[src/rtl/tx_ring_poller.sv]
module tx_ring_poller #(
  parameter int AW = 32,
  parameter int LEN_W = 13,
  parameter int MIN_FRAME = 60,
  parameter int DESC_BYTES = 16,
  parameter logic [7:0] POLL_CODE = 8'h40
) (
  input  logic          clk,
  input  logic          rst_n,
  input  logic          cfg_we,
  input  logic          cfg_sel,
  input  logic [AW-1:0] cfg_wdata,
  output logic          mem_rd_req,
  output logic [AW-1:0] mem_rd_addr,
  input  logic          mem_rd_valid,
  input  logic [31:0]   mem_rd_data,
  output logic          mem_wr_req,
  output logic [AW-1:0] mem_wr_addr,
  output logic [31:0]   mem_wr_data,
  input  logic          mem_wr_ready,
  output logic [7:0]    tx_tdata,
  output logic          tx_tvalid,
  output logic          tx_tlast,
  input  logic          tx_tready,
  output logic          tx_ok
);
  localparam int OWN_BIT = 31;
  localparam int EOR_BIT = 30;
  localparam int ALIGN_W = $clog2(DESC_BYTES);
  localparam logic [LEN_W-1:0] MIN_LEN = LEN_W'(MIN_FRAME);
  localparam logic [AW-1:0] STEP = AW'(DESC_BYTES);
  localparam logic [AW-1:0] PTR_OFS = AW'(8);

  typedef enum logic [2:0] {S_IDLE, S_STAT, S_BUF, S_FETCH, S_SEND, S_WB} st_t;

  st_t             state;
  logic [AW-1:0]   base_q, desc_q, ptr_q;
  logic [31:0]     stat_q, word_q;
  logic [LEN_W-1:0] cnt_q;
  logic            tx_ok_q;

  wire poll = cfg_we && cfg_sel && (cfg_wdata[7:0] == POLL_CODE);
  wire [AW-1:0] base_in = {cfg_wdata[AW-1:ALIGN_W], {ALIGN_W{1'b0}}};
  wire [LEN_W-1:0] len_f = stat_q[LEN_W-1:0];
  wire [LEN_W-1:0] total = (len_f < MIN_LEN) ? MIN_LEN : len_f;
  wire [LEN_W-1:0] cnt_nx = cnt_q + 1'b1;
  wire is_last = (cnt_q == total - 1'b1);
  wire in_data = (cnt_q < len_f);
  wire need_word = (cnt_nx < len_f) && (ptr_q[1:0] == 2'b11);

  assign mem_rd_req = (state == S_STAT) || (state == S_BUF) || (state == S_FETCH);
  always_comb begin
    case (state)
      S_BUF:   mem_rd_addr = desc_q + PTR_OFS;
      S_FETCH: mem_rd_addr = {ptr_q[AW-1:2], 2'b00};
      default: mem_rd_addr = desc_q;
    endcase
  end

  assign mem_wr_req  = (state == S_WB);
  assign mem_wr_addr = desc_q;
  assign mem_wr_data = {1'b0, stat_q[30:0]};

  assign tx_tvalid = (state == S_SEND);
  assign tx_tlast  = tx_tvalid && is_last;
  assign tx_tdata  = in_data ? word_q[{ptr_q[1:0], 3'b000} +: 8] : 8'h00;
  assign tx_ok     = tx_ok_q;

  always_ff @(posedge clk or negedge rst_n) begin
    if (!rst_n) begin
      state   <= S_IDLE;
      base_q  <= '0;
      desc_q  <= '0;
      ptr_q   <= '0;
      stat_q  <= '0;
      word_q  <= '0;
      cnt_q   <= '0;
      tx_ok_q <= 1'b0;
    end else begin
      tx_ok_q <= 1'b0;
      if (cfg_we && !cfg_sel) begin
        base_q <= base_in;
        if (state == S_IDLE) desc_q <= base_in;
      end
      case (state)
        S_IDLE: if (poll) state <= S_STAT;
        S_STAT: if (mem_rd_valid) begin
          stat_q <= mem_rd_data;
          state  <= mem_rd_data[OWN_BIT] ? S_BUF : S_IDLE;
        end
        S_BUF: if (mem_rd_valid) begin
          ptr_q <= mem_rd_data[AW-1:0];
          cnt_q <= '0;
          state <= (len_f == '0) ? S_SEND : S_FETCH;
        end
        S_FETCH: if (mem_rd_valid) begin
          word_q <= mem_rd_data;
          state  <= S_SEND;
        end
        S_SEND: if (tx_tready) begin
          cnt_q <= cnt_nx;
          ptr_q <= ptr_q + 1'b1;
          if (is_last)        state <= S_WB;
          else if (need_word) state <= S_FETCH;
        end
        S_WB: if (mem_wr_ready) begin
          tx_ok_q <= 1'b1;
          desc_q  <= stat_q[EOR_BIT] ? base_q : desc_q + STEP;
          state   <= S_STAT;
        end
        default: state <= S_IDLE;
      endcase
    end
  end

  a_r7_hold_on_stall: assert property (@(posedge clk) disable iff (!rst_n)
    tx_tvalid && !tx_tready |=> tx_tvalid && $stable(tx_tdata) && $stable(tx_tlast));

  a_r6_min_length: assert property (@(posedge clk) disable iff (!rst_n)
    tx_tlast |-> cnt_q >= MIN_LEN - 1'b1);

  a_r8_owned_writeback: assert property (@(posedge clk) disable iff (!rst_n)
    mem_wr_req |-> stat_q[OWN_BIT] && !mem_wr_data[OWN_BIT]);

  a_r9_ok_after_write: assert property (@(posedge clk) disable iff (!rst_n)
    tx_ok |-> $past(mem_wr_req && mem_wr_ready));

  a_r9_ok_single: assert property (@(posedge clk) disable iff (!rst_n)
    tx_ok |=> !tx_ok);

  a_r4_unowned_stops: assert property (@(posedge clk) disable iff (!rst_n)
    (state == S_STAT) && mem_rd_valid && !mem_rd_data[OWN_BIT] |=> (state == S_IDLE) && !tx_tvalid);

  a_r11_next_desc: assert property (@(posedge clk) disable iff (!rst_n)
    tx_ok |-> desc_q == ($past(stat_q[EOR_BIT]) ? $past(base_q) : $past(desc_q) + STEP));

  a_r1_port_exclusive: assert property (@(posedge clk) disable iff (!rst_n)
    !(mem_rd_req && mem_wr_req) && !(tx_tvalid && (mem_rd_req || mem_wr_req)));
endmodule

[config.mk]
export PLATFORM = sky130hd
export DESIGN_NAME = tx_ring_poller
export DESIGN_NICKNAME = d
export VERILOG_FILES = /design/src/rtl/tx_ring_poller.sv
export SDC_FILE = /design/constraint.sdc
export NUM_CORES = 1
export LEC_CHECK = 0
export BUFFER_PORTS_ARGS = -buffer_cell sky130_fd_sc_hd__buf_2
export CORE_MARGIN = 2
export CORE_UTILIZATION = 30
export CTS_BUF_LIST = sky130_fd_sc_hd__clkbuf_4 sky130_fd_sc_hd__clkbuf_8 sky130_fd_sc_hd__clkbuf_16
export CTS_CLUSTER_DIAMETER = 60
export DETAILED_ROUTE_END_ITERATION = 8
export GPL_ROUTABILITY_DRIVEN = 0
export SYNTH_ARGS = -nofsm -noshare
export SYNTH_HDL_FRONTEND = slang
export SYNTH_SLANG_ARGS = --single-unit
[constraint.sdc]
create_clock -name clk -period 8.74 [get_ports clk]
set_clock_uncertainty 0.1 [all_clocks]
set_input_delay 0.874 -clock clk [delete_from_list [all_inputs] [get_ports clk]]
set_output_delay 0.874 -clock clk [all_outputs]
set_load 0.01 [all_outputs]
# --- Yosys cells after proc, flatten, opt, wreduce, memory -nomap -nowiden ---
# Cells that the tools add are included.
totals:
  regBits: 172
  mem_count: 0
  romBits: 0
  mem_bits_rw: 0
  latchBits: 0
classes:
  shift: 1
  add_sub_neg: 5
  n_mul: 0
  bitwise: 0
  mux: 27
  eq_ne: 15
  n_div: 0
  reduce_logical: 15
  magnitude_cmp: 3
ops:
  columns: ["cell", "n"]
  rows:
  - ["$mux W32", 7]
  - ["$pmux W32 S2", 2]
  - ["$mux W13", 3]
  - ["$add A32 B1 Y32 const B", 1]
  - ["$add A32 B4 Y32 const B", 1]
  - ["$add A32 B5 Y32 const B", 1]
  - ["$shiftx A32 B6 Y8", 1]
  - ["$mux W3", 9]
  - ["$lt A13 B13 Y1", 2]
  - ["$pmux W13 S2", 1]
  - ["$pmux W3 S6", 1]
  - ["$add A13 B1 Y13 const B", 1]
  - ["$eq A13 B13 Y1", 1]
  - ["$logic_not A13 Y1", 1]
  - ["$lt A13 B6 Y1 const B", 1]
  - ["$sub A13 B1 Y13 const B", 1]
  - ["$eq A8 B7 Y1 const B", 1]
  - ["$mux W8", 1]
  - ["$ne A2 B2 Y1 const B", 4]
  - ["$reduce_and A7 Y1", 1]
  - ["$eq A3 B2 Y1 const B", 2]
  - ["$eq A3 B3 Y1 const B", 2]
  - ["$logic_and A1 B1 Y1", 5]
  - ["$ne A2 B1 Y1 const B", 2]
  - ["11 further kinds", 14]

# --- Longest topological paths before layout ---
# Gate-level depths: netlist (run 1).
depth:
  word_depth: 7
  mapped_depth: 14
  mapped_depth_nobuf: 13

# --- Worst setup path before layout (run 1) ---
# Ideal clock, no wire load.
synth_timing:
  kind: "register to output"
  startpoint: "register stat_q[8]"
  endpoint: "output tx_tlast"
  slack_ns: 4.583
  path_stages_with_launch: 15
  path_buffers: 2
  arrival_ns: 3.183
  path_cell_list: "dfrtp_1 -> clkbuf_1 -> nor4_1 -> and2_1 -> clkbuf_1 -> nand2_1 -> nand2_1 -> ha_1 -> or3b_1 -> nor4b_1 -> o221ai_1 -> a31oi_1 -> and4_1 -> nand4_2 -> nor2_1"
synth_between:
  elab_chain_cells: 5
synth_rtl:
  columns: ["item", "line", "source"]
  rows:
  - ["from (decl)", "38", "logic [31:0] stat_q, word_q;"]
  - ["from (signal assigned)", "88", "stat_q <= mem_rd_data;"]
  - ["$lt A13 B6 Y1", "45", "wire [LEN_W-1:0] total = (len_f < MIN_LEN) ? MIN_LEN : len_f;"]
  - ["$mux W13 *", "45", null]
  - ["$sub A13 B1 Y13 *", "47", "wire is_last = (cnt_q == total - 1'b1);"]
  - ["$eq A13 B13 Y1 *", "47", null]
  - ["$logic_and A1 B1 Y1 *", "65", "assign tx_tlast = tx_tvalid && is_last;"]
  - ["to (decl)", "23", "output logic tx_tlast,"]
# Mark *: on every way between the ends. The rest lies on a longest branch, timed or not.

# --- Worst setup path in the final report (run 1) ---
layout_timing:
  startpoint: "register stat_q[9]"
  endpoint: "output tx_tlast"
# The elaborated chain is that of the path after synthesis.

==> results of run 1 <==
registers in the layout (all words and copies together), names as in the netlist:
signal,count
cnt_q,13
tx_ok,1
state,3
word_q,32
base_q,28
mem_wr_addr,32
stat_q,31
ptr_q,32
kinds of logic (layout without fill, tap and decap cells):
logic type | count (synthesis) | in the layout
and+or+nand+nor | 442 | 442
other | 1 | 1
DFF | 172 | 172
AOI/OAI and AO/OA | 329 | 329
buffers and inverters | 124 | 253
muxes | 100 | 100
xor gates and xnor gates | 45 | 45
adders and majority gates | 29 | 29
critical path: stages, from the launching register on:
cell,delay (ns)
dfrtp_1,0.46
nor4_1,0.56
and2_1,0.40
nand2_1,0.15
nand2_1,0.10
ha_1,0.20
or3b_1,0.43
nor4b_1,0.35
o221ai_1,0.15
a31oi_1,0.15
and4_1,0.21
nand4_2,0.18
nor2_1,0.14
buf_2,0.15
metrics by stage:
| stage | total power (W) | util | std cells |
|---|---|---|---|
| after floorplan | 0.00276 | - | 1242 |
| after global placement | 0.00348 | 0.339 | 1800 |
| after detailed placement | 0.00353 | 0.339 | 1800 |
| after CTS | 0.00433 | 0.356 | 1832 |
| after global routing | 0.00463 | 0.356 | 1832 |
| final | 0.00432 | 0.356 | 1832 |
layer usage:
layer  share of wire  GRT usage  routed length, um
met2            0.50      0.328              18300
met1            0.43      0.246              15700
met3           0.044     0.0290               1590
met4           0.022     0.0598                818
met5         0.00019          0                  7
cell type report:
cell class,instances,share of cell area
Multi-Input combinational cell,946,0.479
Sequential cell,172,0.340
Timing Repair Buffer,194,0.0803
Tap cell,461,0.0455
Clock buffer,19,0.0353
Clock inverter,13,0.0122
Inverter,27,0.00800
Yosys cell counts, drive strengths merged, types with 2 or more instances:
master and n:
mux2i 14, a21oi 102, nor4b 2, a211oi 15, ha 29, a31oi 24, or2 5, and3 29
a2bb2oi 2, o32ai 2, nor2b 3, a2111oi 3, nand3 70, xor2 26, o31ai 3, a32oi 10
o21ai 101, or3 10, nand2b 9, a221o 2, nand2 157, nor2 75, nand4b 2, and4 4
or4 5, clkbuf 74, xnor2 19, nand4 17, mux4 8, nor4 10, a221oi 2, buf 23
a21o 13, mux2 78, a22oi 7, and2 17, o22ai 31, dfrtp 172, nor3b 3, nor3 23
inv 27
how the worst max path moves through the flow:
stage	startpoint	end	slack, ns	cells after the start
after floorplan	stat_q[8]$_DFFE_PN0P_	tx_tlast	4.58	14
after global placement	stat_q[6]$_DFFE_PN0P_	tx_tlast	4.25	13
after detailed placement	stat_q[9]$_DFFE_PN0P_	tx_tlast	4.18	13
after CTS	stat_q[9]$_DFFE_PN0P_	tx_tlast	3.68	13
after global routing	stat_q[9]$_DFFE_PN0P_	tx_tlast	3.39	13
final	stat_q[9]$_DFFE_PN0P_	tx_tlast	3.67	13
power by group through the flow:
stage	Clock [W]	Sequential [W]	Combinational, W
floorplan	0	0.00140	0.00136
finish	0.000797	0.00157	0.00195
detailed placement	0	0.00158	0.00195
global placement	0	0.00156	0.00192
global route	0.000842	0.00163	0.00216
CTS	0.000809	0.00156	0.00196
==> flow_metrics.py, run 1 <==
metrics = {
    "drt": {
        "drt_first_pass_iters": 7,
        "post-route-drc-count": 0,
        "avgViaCountPerCell": 5.48,
        "ant_nets": 0,
        "vias": 10000,
        "drtIter0Drc": 772,
        "drt-total-wl_um": 36400,
        "wire_per_inst_um": 19.9,
    },
    "min_path": {
        "worstHoldEndpoint": "word_q[29]$_DFFE_PN0P_",
        "hold_class": "reg2reg",
        "min_delay_path_depth": 1,
        "min_from": "word_q[29]$_DFFE_PN0P_",
    },
    "pwr": {
        "total_leakage_power_nw": 5.53,
        "p_per_area_mw_per_mm2": 341,
        "power_frac_comb": 0.451,
        "clock_power_share": 0.185,
        "seq_power_share": 0.365,
        "p_switching_w": 0.00194,
        "switching_share": 0.450,
        "internal_power_w": 0.00237,
        "ir_worst_vdd_mv": 0.141,
    },
    "timing": {
        "rsz0062_at_grt": "no",
        "fin_crit_ns": 5.07,
        "fin_setup_tns_ns": 0,
        "fmaxAchievable_mhz": 197,
        "period_share": 0.580,
        "setup_viol": 0,
        "max_slew_margin": 0.108,
        "drv_slew": 0,
        "fin_ws_ns": 3.67,
        "finalHoldViolCount": 0,
        "tightest_slew_ns": 1.33,
        "worst_hold_slack_ns": 0.393,
    },
    "global_route": {
        "grt_pass1_vias": 9596,
        "grt_pass1_wl_um": 56900,
        "grt_max_degree": 100,
        "antenna_found_initial": 1,
        "grt_overflow_total": 0,
        "grt_use_total": 0.191,
    },
    "cts": {
        "cts.path.max_buffers": 2,
        "cts_buffers": 17,
        "clk_pin_slew_ns": 0.08,
        "clock_latency_ns": 0.46,
        "cts_resized": 0,
        "cts_setup_buffers": 0,
        "ctsHoldBuffers": 0,
        "htreeDepth": 4,
        "clock-root-buffer": "clkbuf_16",
        "cts.sinks": 172,
        "cts_tree": "yes",
    },
    "setup_path": {
        "crit_type": "reg2out",
        "crit_required_ns": 7.77,
        "arrival_ns": 4.09,
        "startpoint_type": "flop",
        "rr_endpoint": "state[0]$_DFFE_PN0P_",
        "cp_max_fo": 8,
        "r2r_start": "stat_q[9]$_DFFE_PN0P_",
        "reg2reg_depth": 12,
        "rrSetupSlack_ns": 4.94,
        "critPathCaptureType": "output port",
    },
    "floorplan": {
        "initial_core_util": 0.305,
        "die_area_mm2": 0.0377,
        "floorplan.rows": 69,
        "core_area_mm2": 0.0356,
        "die_height_um": 194,
        "fp.dieW_um": 194,
        "io_pins": 180,
    },
    "synthesis": {
        "synth_cells": 1242,
        "synthMuxAreaShare": 0.111,
        "synth_seq_area_share": 0.397,
        "synth-seq-cells": 172,
        "synth_fa_ha_area_frac": 0.0335,
        "syn_nets": 1342,
        "post-synth-top-area-fraction": 0.397,
        "synth_compound_area_frac": 0.180,
        "avgSynthCellArea_um2": 8.72,
        "synth_edf_count": 0,
        "post-synth-top-area-cell": "dfrtp_1",
        "synth_top_family_by_area": "simple AND/OR/NAND/NOR gates",
        "yosys_warnings": 0,
        "synthXorXnorAreaFrac": 0.0364,
        "synthTopCellsByArea": "dfrtp_1 40%, mux2_2 5.9%, nand2_1 5.4%",
        "netlist_area_mm2": 0.0108,
        "yosys.area_share.simple": 0.197,
        "synth_cell_type_count": 71,
        "synth_ff_type": "dfrtp_1",
        "async_flop_share": 1.00,
    },
    "layout": {
        "nNetsFinal": 1458,
        "diodes": 0,
        "syn_to_final_growth_pct": 16.9,
        "layout.cells.most_common": "buf_2",
        "final.fill_count": 3711,
        "seqCellArea_mm2": 0.00430,
        "final_cell_mix": "177 x buf_2, 172 x dfrtp_1, 157 x nand2_1",
        "post-route-cell-area_mm2": 0.0127,
        "multiInputGateArea_mm2": 0.00607,
        "drive_gt1_frac": 0.224,
    },
    "status": {
        "outcome": "finished, final reports clean",
    },
    "placed_design": {
        "portBuffers": 178,
        "hpwl_um": 26700,
        "place_area_mm2": 0.0121,
        "place_ws_ns": 4.18,
    },
    "job": {
        "maxCapViolations": 0,
    },
}
(Power assumes the default switching activity.)
==> run 2: changes to the inputs <==
Clock period 8.74 ns to 4.22 ns, I/O delays scaled along.
==> flow_metrics.py, run 2 (same netlist as run 1, synthesis figures left out) <==
metrics = {
    "status": {
        "outcome": "finished, final reports clean",
    },
    "drt": {
        "drt-total-wl_um": 36800,
        "ant_nets": 0,
        "avgViaCountPerCell": 5.54,
        "post-route-drc-count": 0,
        "drtIter0Drc": 714,
        "vias": 10200,
        "drt_first_pass_iters": 6,
        "wire_per_inst_um": 19.9,
    },
    "pwr": {
        "p_switching_w": 0.00406,
        "switching_share": 0.447,
        "seq_power_share": 0.363,
        "clock_power_share": 0.185,
        "internal_power_w": 0.00502,
        "p_per_area_mw_per_mm2": 708,
        "power_w": 0.00908,
        "total_leakage_power_nw": 5.60,
        "ir_worst_vdd_mv": 0.290,
        "power_frac_comb": 0.451,
    },
    "timing": {
        "finalHoldViolCount": 0,
        "period_share": 0.961,
        "setup_viol": 0,
        "fin_crit_ns": 4.05,
        "drv_slew": 0,
        "fin_setup_tns_ns": 0,
        "max_slew_margin": 0.126,
        "tightest_slew_ns": 1.31,
        "fmaxAchievable_mhz": 247,
    },
    "cts": {
        "cts.sinks": 172,
        "clock-root-buffer": "clkbuf_16",
        "cts_buffers": 17,
        "clock_latency_ns": 0.45,
        "htreeDepth": 4,
        "cts_tree": "yes",
        "clk_pin_slew_ns": 0.07,
        "cts.path.max_buffers": 2,
    },
    "floorplan": {
        "floorplan.rows": 69,
        "fp.dieW_um": 194,
        "die_area_mm2": 0.0377,
        "die_height_um": 194,
        "io_pins": 180,
        "core_area_mm2": 0.0356,
        "initial_core_util": 0.305,
    },
    "global_route": {
        "grt_max_degree": 78,
        "antenna_found_initial": 1,
        "grt_pass1_wl_um": 57100,
        "grt_use_total": 0.193,
        "grt_pass1_vias": 9709,
        "grt_overflow_total": 0,
    },
    "layout": {
        "nNetsFinal": 1471,
        "stdcell_count": 1845,
        "post-route-cell-area_mm2": 0.0128,
        "seqCellArea_mm2": 0.00431,
        "multiInputGateArea_mm2": 0.00611,
        "drive_gt1_frac": 0.236,
        "fin_util": 0.361,
        "syn_to_final_growth_pct": 18.4,
        "final_cell_mix": "177 x buf_2, 171 x dfrtp_1, 157 x nand2_1",
        "diodes": 0,
        "layout.cells.most_common": "buf_2",
        "final.fill_count": 3661,
    },
    "setup_path": {
        "startpoint_type": "flop",
        "cp_max_fo": 6,
        "crit_type": "reg2out",
        "crit_required_ns": 3.70,
        "arrival_ns": 3.53,
        "critPathCaptureType": "output port",
    },
    "placed_design": {
        "dpl.cell_count": 1810,
        "place_area_mm2": 0.0121,
        "portBuffers": 178,
        "hpwl_um": 27200,
    },
    "min_path": {
        "hold_class": "in2reg",
    },
    "job": {
        "maxCapViolations": 0,
    },
}
[run 2: changes by cell type in the layout (fill, tap and decap cells not counted), moves of 2 or more]
cell	previous run	this run
clkinv_4	5	2
inv_6	5	3
buf_4	16	28
clkinvlp_4	1	3
clkbuf_4	1	3
[run 2: final cells by class]
type,count,area share
multi-input combinational,946,0.477
sequential,172,0.336
inverter,27,0.00790
clock buffer,20,0.0349
tap,461,0.0450
timing repair buffer,207,0.0871
clock inverter,12,0.0126
[run 2: metal layers]
metal / wire length (um) / GRT usage
met1: 15800 / 0.252
met2: 18000 / 0.319
met4: 1240 / 0.0786
met3: 1700 / 0.0289
met5: 16 / 0
[run 2: path summary, 6_finish.rpt]
path,slack (ns),depth (start not counted),end,from
max in group asynchronous,2.65,3,base_q[29]$_DFFE_PN0P_,rst_n
min,0.13,2,base_q[16]$_DFFE_PN0P_,cfg_wdata[16]
max,0.17,13,tx_tlast,stat_q[8]$_DFFE_PN0P_
min in group asynchronous,0.47,2,base_q[17]$_DFFE_PN0P_,rst_n
max reg2reg,0.94,7,ptr_q[28]$_DFFE_PN0P_,ptr_q[1]$_DFFE_PN0P_
min reg2reg,0.39,1,word_q[11]$_DFFE_PN0P_,word_q[11]$_DFFE_PN0P_
[run 2: power groups by stage]
stage	Clock (W)	Sequential (W)	Combinational, W
4_1_cts	0.00171	0.00329	0.00407
3_5_place_dp	0	0.00331	0.00405
2_1_floorplan	0	0.00290	0.00282
6_report	0.00168	0.00330	0.00410
3_3_place_gp	0	0.00327	0.00400
5_1_grt	0.00177	0.00341	0.00455
[run 2: stage by stage]
stage               hold slack [ns]  worst slack, ns
global route                  0.121         -0.00540
CTS                           0.119            0.103
floorplan                    0.0264            0.515
finish                        0.127            0.165
detailed placement            0.380            0.276
global placement              0.369            0.380
[run 2: critical path, stage by stage (launching register included)]
cell      delay (ns)
dfrtp_2         0.46
nor4_4          0.37
and2_4          0.20
nand2_1         0.08
nand2_1         0.09
ha_2            0.20
or3b_4          0.42
nor4b_4         0.30
o221ai_1        0.14
a31oi_1         0.15
and4_1          0.25
nand4_4         0.14
nor2_2          0.14
buf_2           0.15
[run 2: timing repair]
| item | 4_1_cts | 5_1_grt |
|---|---|---|
| buffers inserted | 0 | 2 |
| gates resized for setup | 3 | 7 |
| hold buffers | 1 | 0 |
| pin swaps | 0 | 2 |
| endpoints found under the hold margin | 73 | 0 |
| endpoints found under the setup margin | 1 | 1 |
==> run 3: changes to the inputs <==
Settings changed: BUFFER_PORTS_ARGS -buffer_cell sky130_fd_sc_hd__buf_2 to -buffer_cell sky130_fd_sc_hd__clkbuf_2.
==> flow_metrics.py, run 3 (same netlist as run 1, synthesis figures left out) <==
metrics = {
    "floorplan": {
        "fp.dieW_um": 194,
        "io_pins": 180,
        "initial_core_util": 0.305,
        "floorplan.rows": 69,
        "die_area_mm2": 0.0377,
        "core_area_mm2": 0.0356,
        "die_height_um": 194,
    },
    "global_route": {
        "grt_pass1_wl_um": 56800,
        "grt_pass1_vias": 9630,
        "grt_overflow_total": 0,
        "grt_use_total": 0.191,
        "antenna_found_initial": 0,
        "grt_max_degree": 91,
    },
    "timing": {
        "rsz0062_at_grt": "no",
        "finalHoldViolCount": 0,
        "drv_slew": 0,
        "tightest_slew_ns": 1.27,
        "fin_crit_ns": 3.97,
        "fmaxAchievable_mhz": 252,
        "worst_hold_slack_ns": 0.125,
        "period_share": 0.940,
        "max_slew_margin": 0.151,
        "setup_viol": 0,
        "fin_setup_tns_ns": 0,
    },
    "placed_design": {
        "portBuffers": 178,
        "hpwl_um": 27000,
        "place_area_mm2": 0.0122,
    },
    "min_path": {
        "min_delay_path_depth": 2,
        "min_from": "cfg_wdata[13]",
        "hold_class": "in2reg",
    },
    "setup_path": {
        "crit_required_ns": 3.70,
        "crit_start": "stat_q[8]$_DFFE_PN0P_",
        "startpoint_type": "flop",
        "critPathCaptureType": "output port",
        "reg2reg_depth": 12,
        "cp_max_fo": 6,
        "r2r_start": "cnt_q[3]$_DFFE_PN0P_",
        "arrival_ns": 3.45,
        "crit_type": "reg2out",
    },
    "cts": {
        "cts.sinks": 172,
        "clock_latency_ns": 0.45,
        "clock-root-buffer": "clkbuf_16",
        "clk_pin_slew_ns": 0.08,
        "cts.path.max_buffers": 2,
        "htreeDepth": 4,
        "cts_buffers": 17,
        "cts_tree": "yes",
    },
    "pwr": {
        "total_leakage_power_nw": 5.59,
        "ir_worst_vdd_mv": 0.263,
        "p_per_area_mw_per_mm2": 700,
    },
    "layout": {
        "final.fill_count": 3677,
        "nNetsFinal": 1473,
        "final_cell_mix": "177 x clkbuf_2, 171 x dfrtp_1, 157 x nand2_1",
        "fin_util": 0.359,
        "drive_gt1_frac": 0.235,
        "syn_to_final_growth_pct": 17.9,
        "layout.cells.most_common": "clkbuf_2",
        "diodes": 0,
        "post-route-cell-area_mm2": 0.0128,
    },
    "drt": {
        "vias": 10200,
        "drtIter0Drc": 774,
        "ant_nets": 0,
        "avgViaCountPerCell": 5.52,
        "wire_per_inst_um": 19.9,
        "drt_first_pass_iters": 7,
        "post-route-drc-count": 0,
        "drt-total-wl_um": 36700,
    },
    "job": {
        "maxCapViolations": 0,
    },
    "status": {
        "outcome": "finished, final reports clean",
    },
}
-- run 3: cell types whose count changed in the layout (fill, tap and decap cells not counted), moves of 2 or more --
cell        change
buf_2         -177
clkbuf_2      +177
clkinvlp_4      +2
bufinv_16       -3
buf_4           +2
clkbuf_4        -2
inv_8           +2
-- run 3: final timing paths --
check                                          to  slack (ns)
max in group asynchronous  word_q[17]$_DFFE_PN0P_        2.44
hold / removal             base_q[13]$_DFFE_PN0P_        0.12
hold reg to reg            word_q[10]$_DFFE_PN0P_        0.39
min in group asynchronous  base_q[31]$_DFFE_PN0P_        0.50
setup / recovery                         tx_tlast        0.25
setup reg to reg             state[2]$_DFFE_PN0P_        1.00
-- run 3: layout make-up --
class / instances / area, um^2 / share of cell area
flip-flops and latches: 172 / 4310 / 0.337
multi-input cells: 946 / 6100 / 0.478
repair buffers: 209 / 1130 / 0.0887
well taps: 461 / 577 / 0.0452
clock buffers: 19 / 447 / 0.0350
clock inverters: 13 / 109 / 0.00852
inverters: 27 / 101 / 0.00793
-- run 3: where the power goes --
part / internal (W) / switching [W]
Combinational: 0.00177 / 0.00235
Clock: 0.000790 / 0.000743
Sequential: 0.00229 / 0.000997
-- run 3: metrics by stage --
step	power, W	setup slack (ns)	std cells
after global routing	0.00958	0.0155	1847
after detailed placement	0.00738	0.208	1812
final	0.00894	0.252	1847
after CTS	0.00896	0.0387	1845
after floorplan	0.00572	0.515	1242
after global placement	0.00730	0.368	1812
-- run 3: worst max-delay path, cell delays in order (launching register included) --
cell and delay (ns):
dfrtp_2 0.46, nor4_4 0.30, and2_1 0.18, nand2_1 0.10
nand2_1 0.09, ha_1 0.20, or3b_4 0.43, nor4b_4 0.25
o221ai_1 0.15, a31oi_1 0.16, and4_1 0.21, nand4_2 0.17
nor2_2 0.15, clkbuf_2 0.15
-- run 3: timing repair --
item | 4_1_cts | 5_1_grt
setup buffers | 0 | 2
resized for setup | 3 | 4
endpoints found under the hold margin | 3 | 0
pin swaps | 0 | 1
hold buffers | 1 | 0
setup endpoints to repair | 1 | 1
-- run 3: metal layers --
| metal | vias to the layer above | routed length, um | GRT usage |
|---|---|---|---|
| met5 | - | 0 | 0 |
| met4 | 0 | 1040 | 0.0671 |
| met3 | 62 | 2040 | 0.0355 |
| met2 | 336 | 18100 | 0.322 |
| met1 | 5037 | 15600 | 0.246 |
| li1 | 4768 | - | - |
